<file path="config.mk">
export PLATFORM = sky130hd
export DESIGN_NAME = ep_ctl_interlock
export DESIGN_NICKNAME = d
export VERILOG_FILES = /design/src/rtl/ep_ctl_pkg.sv /design/src/rtl/ep_lock_ctl.sv /design/src/rtl/ep_setup_track.sv /design/src/rtl/ep_flag_bank.sv /design/src/rtl/ep_field_reg.sv /design/src/rtl/ep_ctl_interlock.sv
export SDC_FILE = /design/constraint.sdc
export NUM_CORES = 1
export LEC_CHECK = 0
export BUFFER_PORTS_ARGS = -buffer_cell sky130_fd_sc_hd__buf_2
export CAP_MARGIN = 20
export CORE_MARGIN = 1
export CORE_UTILIZATION = 46
export CTS_BUF_LIST = sky130_fd_sc_hd__clkbuf_16
export DETAILED_ROUTE_END_ITERATION = 7
export PLACE_DENSITY = 0.88
export SLEW_MARGIN = 20
export SYNTH_ARGS = -nofsm -noshare
export SYNTH_HDL_FRONTEND = slang
export SYNTH_SLANG_ARGS = --single-unit
</file>
<file path="constraint.sdc">
create_clock -name clk -period 2.45 [get_ports clk]
set_clock_uncertainty 0.2 [all_clocks]
set_input_delay 0.1225 -clock clk [delete_from_list [all_inputs] [get_ports clk]]
set_output_delay 0.1225 -clock clk [all_outputs]
set_load 0.02 [all_outputs]
</file>
<file path="src/rtl/ep_ctl_pkg.sv">
package ep_ctl_pkg;

  localparam int FLAG_N = 4;
  localparam int MODE_W = 4;
  localparam int BYTE_W = FLAG_N + MODE_W;

  // positions of the flags inside the upper nibble (offset from MODE_W)
  localparam int POS_ACKD  = 0;
  localparam int POS_OUT   = 1;
  localparam int POS_IN    = 2;
  localparam int POS_SETUP = 3;

  // set dominates clear, clear dominates hold
  function automatic logic set_clr_next(input logic set, input logic clr,
                                        input logic q);
    if (set)      return 1'b1;
    else if (clr) return 1'b0;
    else          return q;
  endfunction

  // SIE update locks, CPU read unlocks, SIE wins a tie
  function automatic logic lock_next(input logic sie_upd, input logic rd,
                                     input logic q);
    return set_clr_next(sie_upd, rd, q);
  endfunction

  // a CPU write gets through when unlocked or when the cycle carries a read
  function automatic logic write_open(input logic lock_q, input logic rd);
    return !lock_q || rd;
  endfunction

endpackage

</file>
<file path="src/rtl/ep_lock_ctl.sv">
module ep_lock_ctl
  import ep_ctl_pkg::*;
(
  input  logic clk,
  input  logic rst_n,
  input  logic sie_upd,
  input  logic cpu_rd,
  output logic lock_q,
  output logic wr_open
);

  always_ff @(posedge clk) begin
    if (!rst_n) lock_q <= 1'b0;
    else        lock_q <= lock_next(sie_upd, cpu_rd, lock_q);
  end

  assign wr_open = write_open(lock_q, cpu_rd);

endmodule

</file>
<file path="src/rtl/ep_setup_track.sv">
module ep_setup_track
  import ep_ctl_pkg::*;
(
  input  logic clk,
  input  logic rst_n,
  input  logic start,
  input  logic ack_sent,
  input  logic cpu_clr,
  output logic setup_q,
  output logic win_q
);

  logic pin_hi;

  // flag is pinned while the window is open and on the opening strobe
  assign pin_hi = start || win_q;

  always_ff @(posedge clk) begin
    if (!rst_n) begin
      win_q   <= 1'b0;
      setup_q <= 1'b0;
    end else begin
      win_q   <= set_clr_next(start, ack_sent, win_q);
      setup_q <= set_clr_next(pin_hi, cpu_clr, setup_q);
    end
  end

endmodule

</file>
<file path="src/rtl/ep_flag_bank.sv">
module ep_flag_bank
  import ep_ctl_pkg::*;
#(
  parameter int N = 3
) (
  input  logic         clk,
  input  logic         rst_n,
  input  logic [N-1:0] set,
  input  logic         clr,
  output logic [N-1:0] q
);

  for (genvar i = 0; i < N; i++) begin : g_flag
    always_ff @(posedge clk) begin
      if (!rst_n) q[i] <= 1'b0;
      else        q[i] <= set_clr_next(set[i], clr, q[i]);
    end
  end

endmodule

</file>
<file path="src/rtl/ep_field_reg.sv">
module ep_field_reg #(
  parameter int W = 4
) (
  input  logic         clk,
  input  logic         rst_n,
  input  logic         sie_we,
  input  logic [W-1:0] sie_d,
  input  logic         cpu_we,
  input  logic [W-1:0] cpu_d,
  output logic [W-1:0] q
);

  always_ff @(posedge clk) begin
    if (!rst_n)      q <= '0;
    else if (sie_we) q <= sie_d;
    else if (cpu_we) q <= cpu_d;
  end

endmodule

</file>
<file path="src/rtl/ep_ctl_interlock.sv">
module ep_ctl_interlock
  import ep_ctl_pkg::*;
#(
  parameter int CNT_W = 8
) (
  input  logic                clk,
  input  logic                rst_n,
  input  logic                cpu_rd,
  input  logic                cpu_wr_ctl,
  input  logic                cpu_wr_cnt,
  input  logic                cpu_wr_buf,
  input  logic [BYTE_W-1:0]   cpu_wdata,
  input  logic                sie_setup_start,
  input  logic                sie_ack_sent,
  input  logic                sie_in_acked,
  input  logic                sie_out_done,
  input  logic                sie_txn_acked,
  input  logic                sie_mode_wr,
  input  logic [MODE_W-1:0]   sie_mode,
  input  logic                sie_cnt_wr,
  input  logic [CNT_W-1:0]    sie_cnt,
  output logic [BYTE_W-1:0]   ctl_rdata,
  output logic [CNT_W-1:0]    cnt_rdata,
  output logic                lock_o,
  output logic                buf_wr_en,
  output logic                buf_wr_blocked
);

  localparam int EV_N = FLAG_N - 1;

  // named internal events
  logic              sie_upd;
  logic              wr_open;
  logic              ctl_wr_ok;
  logic              cnt_wr_ok;
  logic              setup_q;
  logic              setup_win;
  logic [EV_N-1:0]   ev_set;
  logic [EV_N-1:0]   ev_q;
  logic [MODE_W-1:0] mode_q;

  assign sie_upd = sie_setup_start | sie_in_acked | sie_out_done |
                   sie_txn_acked | sie_mode_wr | sie_cnt_wr;

  ep_lock_ctl u_lock (
    .clk     (clk),
    .rst_n   (rst_n),
    .sie_upd (sie_upd),
    .cpu_rd  (cpu_rd),
    .lock_q  (lock_o),
    .wr_open (wr_open)
  );

  assign ctl_wr_ok = cpu_wr_ctl && wr_open;
  assign cnt_wr_ok = cpu_wr_cnt && wr_open;

  ep_setup_track u_setup (
    .clk      (clk),
    .rst_n    (rst_n),
    .start    (sie_setup_start),
    .ack_sent (sie_ack_sent),
    .cpu_clr  (ctl_wr_ok),
    .setup_q  (setup_q),
    .win_q    (setup_win)
  );

  assign ev_set[POS_ACKD] = sie_txn_acked;
  assign ev_set[POS_OUT]  = sie_out_done;
  assign ev_set[POS_IN]   = sie_in_acked;

  ep_flag_bank #(.N(EV_N)) u_flags (
    .clk   (clk),
    .rst_n (rst_n),
    .set   (ev_set),
    .clr   (ctl_wr_ok),
    .q     (ev_q)
  );

  ep_field_reg #(.W(MODE_W)) u_mode (
    .clk    (clk),
    .rst_n  (rst_n),
    .sie_we (sie_mode_wr),
    .sie_d  (sie_mode),
    .cpu_we (ctl_wr_ok),
    .cpu_d  (cpu_wdata[MODE_W-1:0]),
    .q      (mode_q)
  );

  ep_field_reg #(.W(CNT_W)) u_cnt (
    .clk    (clk),
    .rst_n  (rst_n),
    .sie_we (sie_cnt_wr),
    .sie_d  (sie_cnt),
    .cpu_we (cnt_wr_ok),
    .cpu_d  (cpu_wdata[CNT_W-1:0]),
    .q      (cnt_rdata)
  );

  assign ctl_rdata      = {setup_q, ev_q, mode_q};
  assign buf_wr_blocked = setup_q | setup_win;
  assign buf_wr_en      = cpu_wr_buf & ~buf_wr_blocked;

endmodule

</file>
==> flow_metrics.py, run 1 <==
metrics = {
    "sta": {
        "report.final.slew_viol_count": 0,
        "tightestPinTransition_ps": 297,
        "count_of_endpoints_failing_hold_in_the_final_timing_report": 0,
        "min_period_ps": 1430,
        "slew-limit-headroom_pct": 80.2,
        "maxClockFrequency_ghz": 0.701,
        "final.setup.tns_ps": 0,
        "total_of_endpoints_with_negative_setup_slack_in_the_final_report": 0,
        "rsz0062_at_grt": "no",
        "finalCritPeriodShare_pct": 58.3,
        "fin_hold_ws_ps": 6.75,
    },
    "detailed_routing": {
        "first_iter_violations": 5,
        "wl_met1_microns": 968,
        "met2_length_microns": 1100,
        "detail_route.drc_violations": 0,
        "wl_per_cell_microns": 12.9,
        "met3RoutedLength_microns": 118,
        "route.antenna.remaining_nets": 0,
        "vias_per_cell": 5.35,
        "finalWirelength_microns": 2190,
        "highest-signal-layer": "met4",
        "drt_pass1_iterations": 4,
        "route.vias.total": 910,
    },
    "clock_tree": {
        "cts_tree": "yes",
        "cts_made_buffers": 3,
        "ctsRootBufferMaster": "sky130_fd_sc_hd__clkbuf_16",
        "path_clk_slew_ps": 50,
        "cts_hold_repair_buffers": 5,
        "h-tree-depth": 1,
        "insertion_delay_ps": 250,
        "cts_sink_count": 18,
        "postCtsSetupBuffers": 0,
        "cts-root-to-sink-buffers": 2,
        "post_cts.resized_instances": 0,
    },
    "layout": {
        "syn_to_final_growth_pct": 38.7,
        "design.final.nets": 179,
        "share_of_cells_above_drive_strength_1_pct": 44.8,
        "num_antenna_cells": 0,
    },
    "placed_design": {
        "place.gp.congestion": 0.732,
        "numPortBuffers": 51,
        "dp.final_hpwl_microns": 1500,
    },
    "grt": {
        "initial_antenna_violation_count": 0,
        "grt_pass1_wl_microns": 3330,
        "grt.overflow.total": 0,
        "first_global_vias": 830,
        "grt_start_max_net_pins": 30,
        "grt_usage_pct": 21.6,
    },
    "die": {
        "dieWidth_microns": 46.6,
        "num_rows": 15,
        "floorplan.die_area_sq_um": 2170,
        "placeableCoreArea_sq_um": 1800,
        "boundaryPins": 52,
        "initial_core_util_pct": 50.8,
        "die-height_microns": 46.6,
    },
    "logic_synthesis": {
        "summed_instance_area_of_the_synthesized_netlist_sq_um": 915,
        "synthDominantAreaCellType": "sky130_fd_sc_hd__dfxtp_1",
        "synth.area.top_cells": "sky130_fd_sc_hd__dfxtp_1 39%, sky130_fd_sc_hd__o311a_1 13%, sky130_fd_sc_hd__a21boi_0 13%, sky130_fd_sc_hd__nand2b_1 8.2%, sky130_fd_sc_hd__and3_2 7.4%",
        "synth_seq_area_share_pct": 39.4,
        "yosysTopAreaCellShare_pct": 39.4,
        "mappedNetlistNets": 128,
        "netlist-cell-type-count": 21,
        "synth_cells": 95,
        "yosysWarnings": 0,
        "synthesis.area_per_instance_sq_um": 9.63,
        "yosys_reg_bits": 18,
    },
    "critical_path": {
        "crit_type": "reg2out",
        "critical_path.cell_chain": "or2_2 -> nor2_1 -> buf_2",
        "worst_path_max_delay_cell": "sky130_fd_sc_hd__dfxtp_1",
        "critical_path_arrival_ps": 1100,
        "cp_top_family": "simple AND/OR/NAND/NOR gates",
        "ff2ff_path_depth": 3,
        "critPathMaxFanout": 3,
        "critical_path.n_buffers_inverters": 1,
        "max_stage_delay_ps": 310,
        "crit_cells": 3,
        "critical_path.startpoint_type": "flop",
        "cp.required_ps": 2130,
        "crit_path_end_kind": "output port",
    },
    "worst_hold_path": {
        "hold_depth": 3,
        "hold_path_class": "in2reg",
    },
    "pwr": {
        "p_leak_nw": 0.652,
        "power_switching_share_pct": 24.8,
        "vdd.ir_drop.worst_mv": 0.386,
        "power.sequential.fraction_pct": 40.3,
        "p_int_uw": 607,
        "power_frac_comb_pct": 19.5,
        "power_switching_uw": 200,
        "power_density_nw_per_um2": 636,
        "power_frac_clock_pct": 40.2,
    },
    "run_status": {
        "outcome": "finished, final reports clean",
    },
    "job": {
        "cap_violations": 0,
    },
}
Yosys cell counts:
library cell	count
sky130_fd_sc_hd__a21oi_1	1
sky130_fd_sc_hd__buf_2	3
sky130_fd_sc_hd__and3_2	9
sky130_fd_sc_hd__clkbuf_1	2
sky130_fd_sc_hd__o31a_1	1
sky130_fd_sc_hd__a21boi_0	16
sky130_fd_sc_hd__nor2_1	3
sky130_fd_sc_hd__a31oi_1	1
sky130_fd_sc_hd__and3_1	3
sky130_fd_sc_hd__or2_2	1
sky130_fd_sc_hd__inv_1	3
sky130_fd_sc_hd__dfxtp_1	18
sky130_fd_sc_hd__buf_4	1
sky130_fd_sc_hd__clkbuf_2	1
sky130_fd_sc_hd__o21a_1	3
sky130_fd_sc_hd__buf_6	2
sky130_fd_sc_hd__o311a_1	12
sky130_fd_sc_hd__nand2b_4	1
sky130_fd_sc_hd__nand2b_1	12
sky130_fd_sc_hd__nor4_1	1
sky130_fd_sc_hd__buf_1	1
cells in the final DEF (no fill, tap or decap):
cell | netlist | layout
sky130_fd_sc_hd__a21boi_0 | 16 | 16
sky130_fd_sc_hd__a21oi_1 | 1 | 1
sky130_fd_sc_hd__a31oi_1 | 1 | 1
sky130_fd_sc_hd__and3_1 | 3 | 3
sky130_fd_sc_hd__and3_2 | 9 | 9
sky130_fd_sc_hd__buf_2 | 3 | 51
sky130_fd_sc_hd__clkbuf_16 | 0 | 3
sky130_fd_sc_hd__clkinv_1 | 0 | 1
sky130_fd_sc_hd__dfxtp_1 | 18 | 18
sky130_fd_sc_hd__dlygate4sd3_1 | 0 | 5
sky130_fd_sc_hd__inv_1 | 3 | 3
sky130_fd_sc_hd__nand2b_1 | 12 | 12
sky130_fd_sc_hd__nand2b_4 | 1 | 1
sky130_fd_sc_hd__nor2_1 | 3 | 3
sky130_fd_sc_hd__nor4_1 | 1 | 1
sky130_fd_sc_hd__o21a_1 | 3 | 3
sky130_fd_sc_hd__o311a_1 | 12 | 12
sky130_fd_sc_hd__o31a_1 | 1 | 1
sky130_fd_sc_hd__or2_2 | 1 | 1
through the flow:
stage                     std cells  power (mW)  cell area, sq um  setup slack, ps  utilization [%]
after floorplan                  95       0.430               915              922                -
after global placement          161       0.477              1140             1090             63.3
after detailed placement        161       0.482              1140             1060             63.3
after CTS                       170       0.816              1270             1010             70.4
after global routing            170       0.837              1270              934             70.4
final                           170       0.807              1270             1020             70.4
worst reg2reg max path: cells and delay by family, from the launching register on:
kind	cells	cell delay [ps]
and+or+nand+nor	2	440
AOI/OAI and AO/OA	1	290
DFF	1	360
final cells by class:
type	count	area [sq um]
inverters	3	11.3
multi-input cells	64	482
clock buffers	3	75.1
well taps	25	31.3
repair buffers	56	305
flip-flops and latches	18	360
fillers	163	533
clock inverters	1	3.75
sequential cells by signal, summed over array words and instances, names as in the netlist:
signal / flops
u_lock.lock_q: 1
u_flags.q: 3
u_setup.setup_q: 1
u_setup.win_q: 1
u_cnt.q: 8
u_mode.q: 4
power by group through the flow:
stage               Combinational, mW  Clock [mW]  Sequential, mW
finish                          0.157       0.325           0.325
global route                    0.174       0.336           0.327
CTS                             0.159       0.332           0.325
detailed placement              0.151           0           0.331
global placement                0.147           0           0.330
floorplan                      0.0750           0           0.355
worst paths after layout:
check,start,end,slack (ps)
worst max register to register,u_lock.lock_q,u_cnt.q[0],1040
worst min register to register,u_setup.win_q,u_setup.setup_q,300
worst min-delay path,sie_cnt[7],u_cnt.q[7],7
worst max-delay path,u_setup.setup_q,buf_wr_en,1020
metal layers:
| layer | GRT usage, % | up-vias |
|---|---|---|
| li1 | - | 450 |
| met1 | 24.6 | 420 |
| met2 | 38.3 | 38 |
| met3 | 4.31 | 2 |
| met4 | 8.82 | 0 |
| met5 | 0 | - |
kinds of logic after synthesis:
logic type	share of synthesized area (%)
compound gates	30.9
buf+inv	7.93
flops	39.4
simple gates	21.8
(Power assumes the default switching activity.)
==> run 2: changes to the inputs <==
CORE_UTILIZATION = 43   (was 46)
PLACE_DENSITY = 0.83   (was 0.88)
clock period = 1.45 ns   (was 2.45 ns; I/O delays follow)
==> flow_metrics.py, run 2 (same netlist as run 1, synthesis figures left out) <==
metrics = {
    "die": {
        "initial_core_util_pct": 46.1,
        "die-height_microns": 48.1,
        "num_rows": 16,
        "boundaryPins": 52,
        "placeableCoreArea_sq_um": 1980,
        "floorplan.die_area_sq_um": 2320,
        "dieWidth_microns": 48.1,
    },
    "pwr": {
        "power_switching_share_pct": 24.9,
        "pnr_total_power_mw": 1.39,
        "power.sequential.fraction_pct": 39.7,
        "p_leak_nw": 0.699,
        "power_density_nw_per_um2": 1000,
        "vdd.ir_drop.worst_mv": 0.734,
        "power_frac_clock_pct": 38.9,
        "power_frac_comb_pct": 21.4,
        "power_switching_uw": 346,
        "p_int_mw": 1.04,
    },
    "grt": {
        "initial_antenna_violation_count": 0,
        "grt.overflow.total": 0,
        "first_global_vias": 846,
        "grt_usage_pct": 20.8,
        "grt_pass1_wl_microns": 3330,
        "grt_start_max_net_pins": 30,
    },
    "detailed_routing": {
        "finalWirelength_microns": 2560,
        "drt_pass1_iterations": 4,
        "wl_per_cell_microns": 14.0,
        "route.antenna.remaining_nets": 0,
        "detail_route.drc_violations": 0,
        "first_iter_violations": 7,
        "vias_per_cell": 5.36,
        "route.vias.total": 981,
    },
    "critical_path": {
        "crit_path_start": "u_lock.lock_q",
        "cp_top_family": "flip-flops",
        "ff2ff_path_depth": 3,
        "critPathCapture": "u_mode.q[0]",
        "r2r_end": "u_mode.q[0]",
        "worst_path_max_delay_cell": "sky130_fd_sc_hd__dfxtp_2",
        "critical_path.startpoint_type": "flop",
        "critical_path_arrival_ps": 1300,
        "critical_path.n_buffers_inverters": 0,
        "cp.required_ps": 1370,
        "max_stage_delay_ps": 370,
        "critPathMaxFanout": 15,
        "crit_path_end_kind": "flop",
        "crit-reg2reg-launch": "u_lock.lock_q",
        "reg2reg_slack_ps": 70,
        "critical_path.cell_chain": "nand2b_4 -> and3_2 -> o311a_1",
        "crit_cells": 3,
        "crit_type": "reg2reg",
    },
    "layout": {
        "final_cell_count_no_fill": 183,
        "layout.cells.most_common": "sky130_fd_sc_hd__buf_2",
        "area_occupied_by_multi_input_gates_sq_um": 490,
        "design.final.nets": 191,
        "finalInstanceArea_sq_um": 1390,
        "largest_register_ff_count": 8,
        "layout.area.seq_sq_um": 362,
        "reg.largest.list": "u_cnt.q x8, u_mode.q x4, u_flags.q x3",
        "num_antenna_cells": 0,
        "top_register_by_number_of_flip_flops": "u_cnt.q",
        "nFillCells": 160,
        "share_of_cells_above_drive_strength_1_pct": 42.9,
        "layout.cells.most_common_list": "50 x sky130_fd_sc_hd__buf_2, 17 x sky130_fd_sc_hd__dfxtp_1, 16 x sky130_fd_sc_hd__a21boi_0, 16 x sky130_fd_sc_hd__dlygate4sd3_1",
        "syn_to_final_growth_pct": 52.0,
    },
    "worst_hold_path": {
        "hold_path_class": "in2reg",
    },
    "clock_tree": {
        "path_clk_slew_ps": 50,
        "cts_sink_count": 18,
        "cts_made_buffers": 3,
        "h-tree-depth": 1,
        "insertion_delay_ps": 250,
        "cts_tree": "yes",
        "cts-root-to-sink-buffers": 2,
        "ctsRootBufferMaster": "sky130_fd_sc_hd__clkbuf_16",
    },
    "sta": {
        "count_of_endpoints_failing_hold_in_the_final_timing_report": 0,
        "total_of_endpoints_with_negative_setup_slack_in_the_final_report": 0,
        "min_period_ps": 1380,
        "report.final.slew_viol_count": 0,
        "tightestPinTransition_ps": 309,
        "finalCritPeriodShare_pct": 94.9,
        "maxClockFrequency_ghz": 0.727,
        "slew-limit-headroom_pct": 79.4,
    },
    "placed_design": {
        "numPortBuffers": 51,
        "dp_cells": 163,
        "detailed_place.area_sq_um": 1140,
        "dp.final_hpwl_microns": 1640,
        "place.gp.congestion": 0.746,
    },
    "job": {
        "cap_violations": 0,
    },
    "run_status": {
        "outcome": "finished, final reports clean",
    },
}
run 2: changes by cell type in the layout (fill, tap and decap cells not counted):
cell | before | now
sky130_fd_sc_hd__dfxtp_1 | 18 | 17
sky130_fd_sc_hd__nand2b_2 | 0 | 1
sky130_fd_sc_hd__dlygate4sd3_1 | 5 | 16
sky130_fd_sc_hd__dfxtp_2 | 0 | 1
sky130_fd_sc_hd__clkinv_1 | 1 | 0
sky130_fd_sc_hd__buf_2 | 51 | 50
sky130_fd_sc_hd__buf_4 | 0 | 1
run 2: through the flow:
step / setup slack [ps] / utilization [%] / setup TNS [ps] / hold slack [ps]
2_1_floorplan: 11.3 / - / 0 / -10.1
3_3_place_gp: 121 / 57.7 / 0 / 97.3
3_5_place_dp: 63.6 / 57.7 / 0 / 101
4_1_cts: 56.3 / 69.6 / 0 / 8.66
5_1_grt: -9.68 / 70.1 / -9.68 / 21.6
6_report: 73.8 / 70.1 / 0 / 10.6
run 2: metal layers:
layer / wire length, microns / GRT usage [%] / vias to the layer above
li1: - / - / 472
met1: 1060 / 22.4 / 453
met2: 1290 / 37.3 / 48
met3: 143 / 4.44 / 8
met4: 60 / 11.7 / 0
met5: 0 / 0 / -
run 2: worst register-to-register path, stage by stage, from the launching register on:
cell and delay [ps]:
sky130_fd_sc_hd__dfxtp_2 370, sky130_fd_sc_hd__nand2b_4 120, sky130_fd_sc_hd__and3_2 240, sky130_fd_sc_hd__o311a_1 320
run 2: power by group through the flow:
stage / Clock [mW] / Combinational, mW / Sequential (mW)
5_1_grt: 0.565 / 0.325 / 0.555
3_3_place_gp: 0 / 0.247 / 0.558
3_5_place_dp: 0 / 0.258 / 0.560
2_1_floorplan: 0 / 0.127 / 0.599
4_1_cts: 0.544 / 0.291 / 0.550
6_report: 0.541 / 0.297 / 0.552
run 2: cell type report:
| cell class | count | area share, % |
|---|---|---|
| well taps | 27 | 2.43 |
| clock buffers | 3 | 5.40 |
| multi-input cells | 65 | 35.3 |
| inverters | 3 | 0.810 |
| repair buffers | 67 | 30.1 |
| flip-flops and latches | 18 | 26.0 |
run 2: what timing repair did:
item / 4_1_cts / 5_1_grt
setup endpoints to repair: 0 / 2
endpoints found under the hold margin: 16 / 0
hold buffers: 16 / 0
setup buffers: 0 / 0
resized for setup: 0 / 1
run 2: worst min path at each step:
stage                    start       endpoint  cells after the start
2_1_floorplan  sie_setup_start  u_setup.win_q                      2
3_3_place_gp     sie_txn_acked   u_flags.q[0]                      2
3_5_place_dp     sie_txn_acked   u_flags.q[0]                      2
4_1_cts            sie_mode[0]    u_mode.q[0]                      3
5_1_grt             sie_cnt[0]     u_cnt.q[0]                      3
6_report          cpu_wdata[2]     u_cnt.q[2]                      3
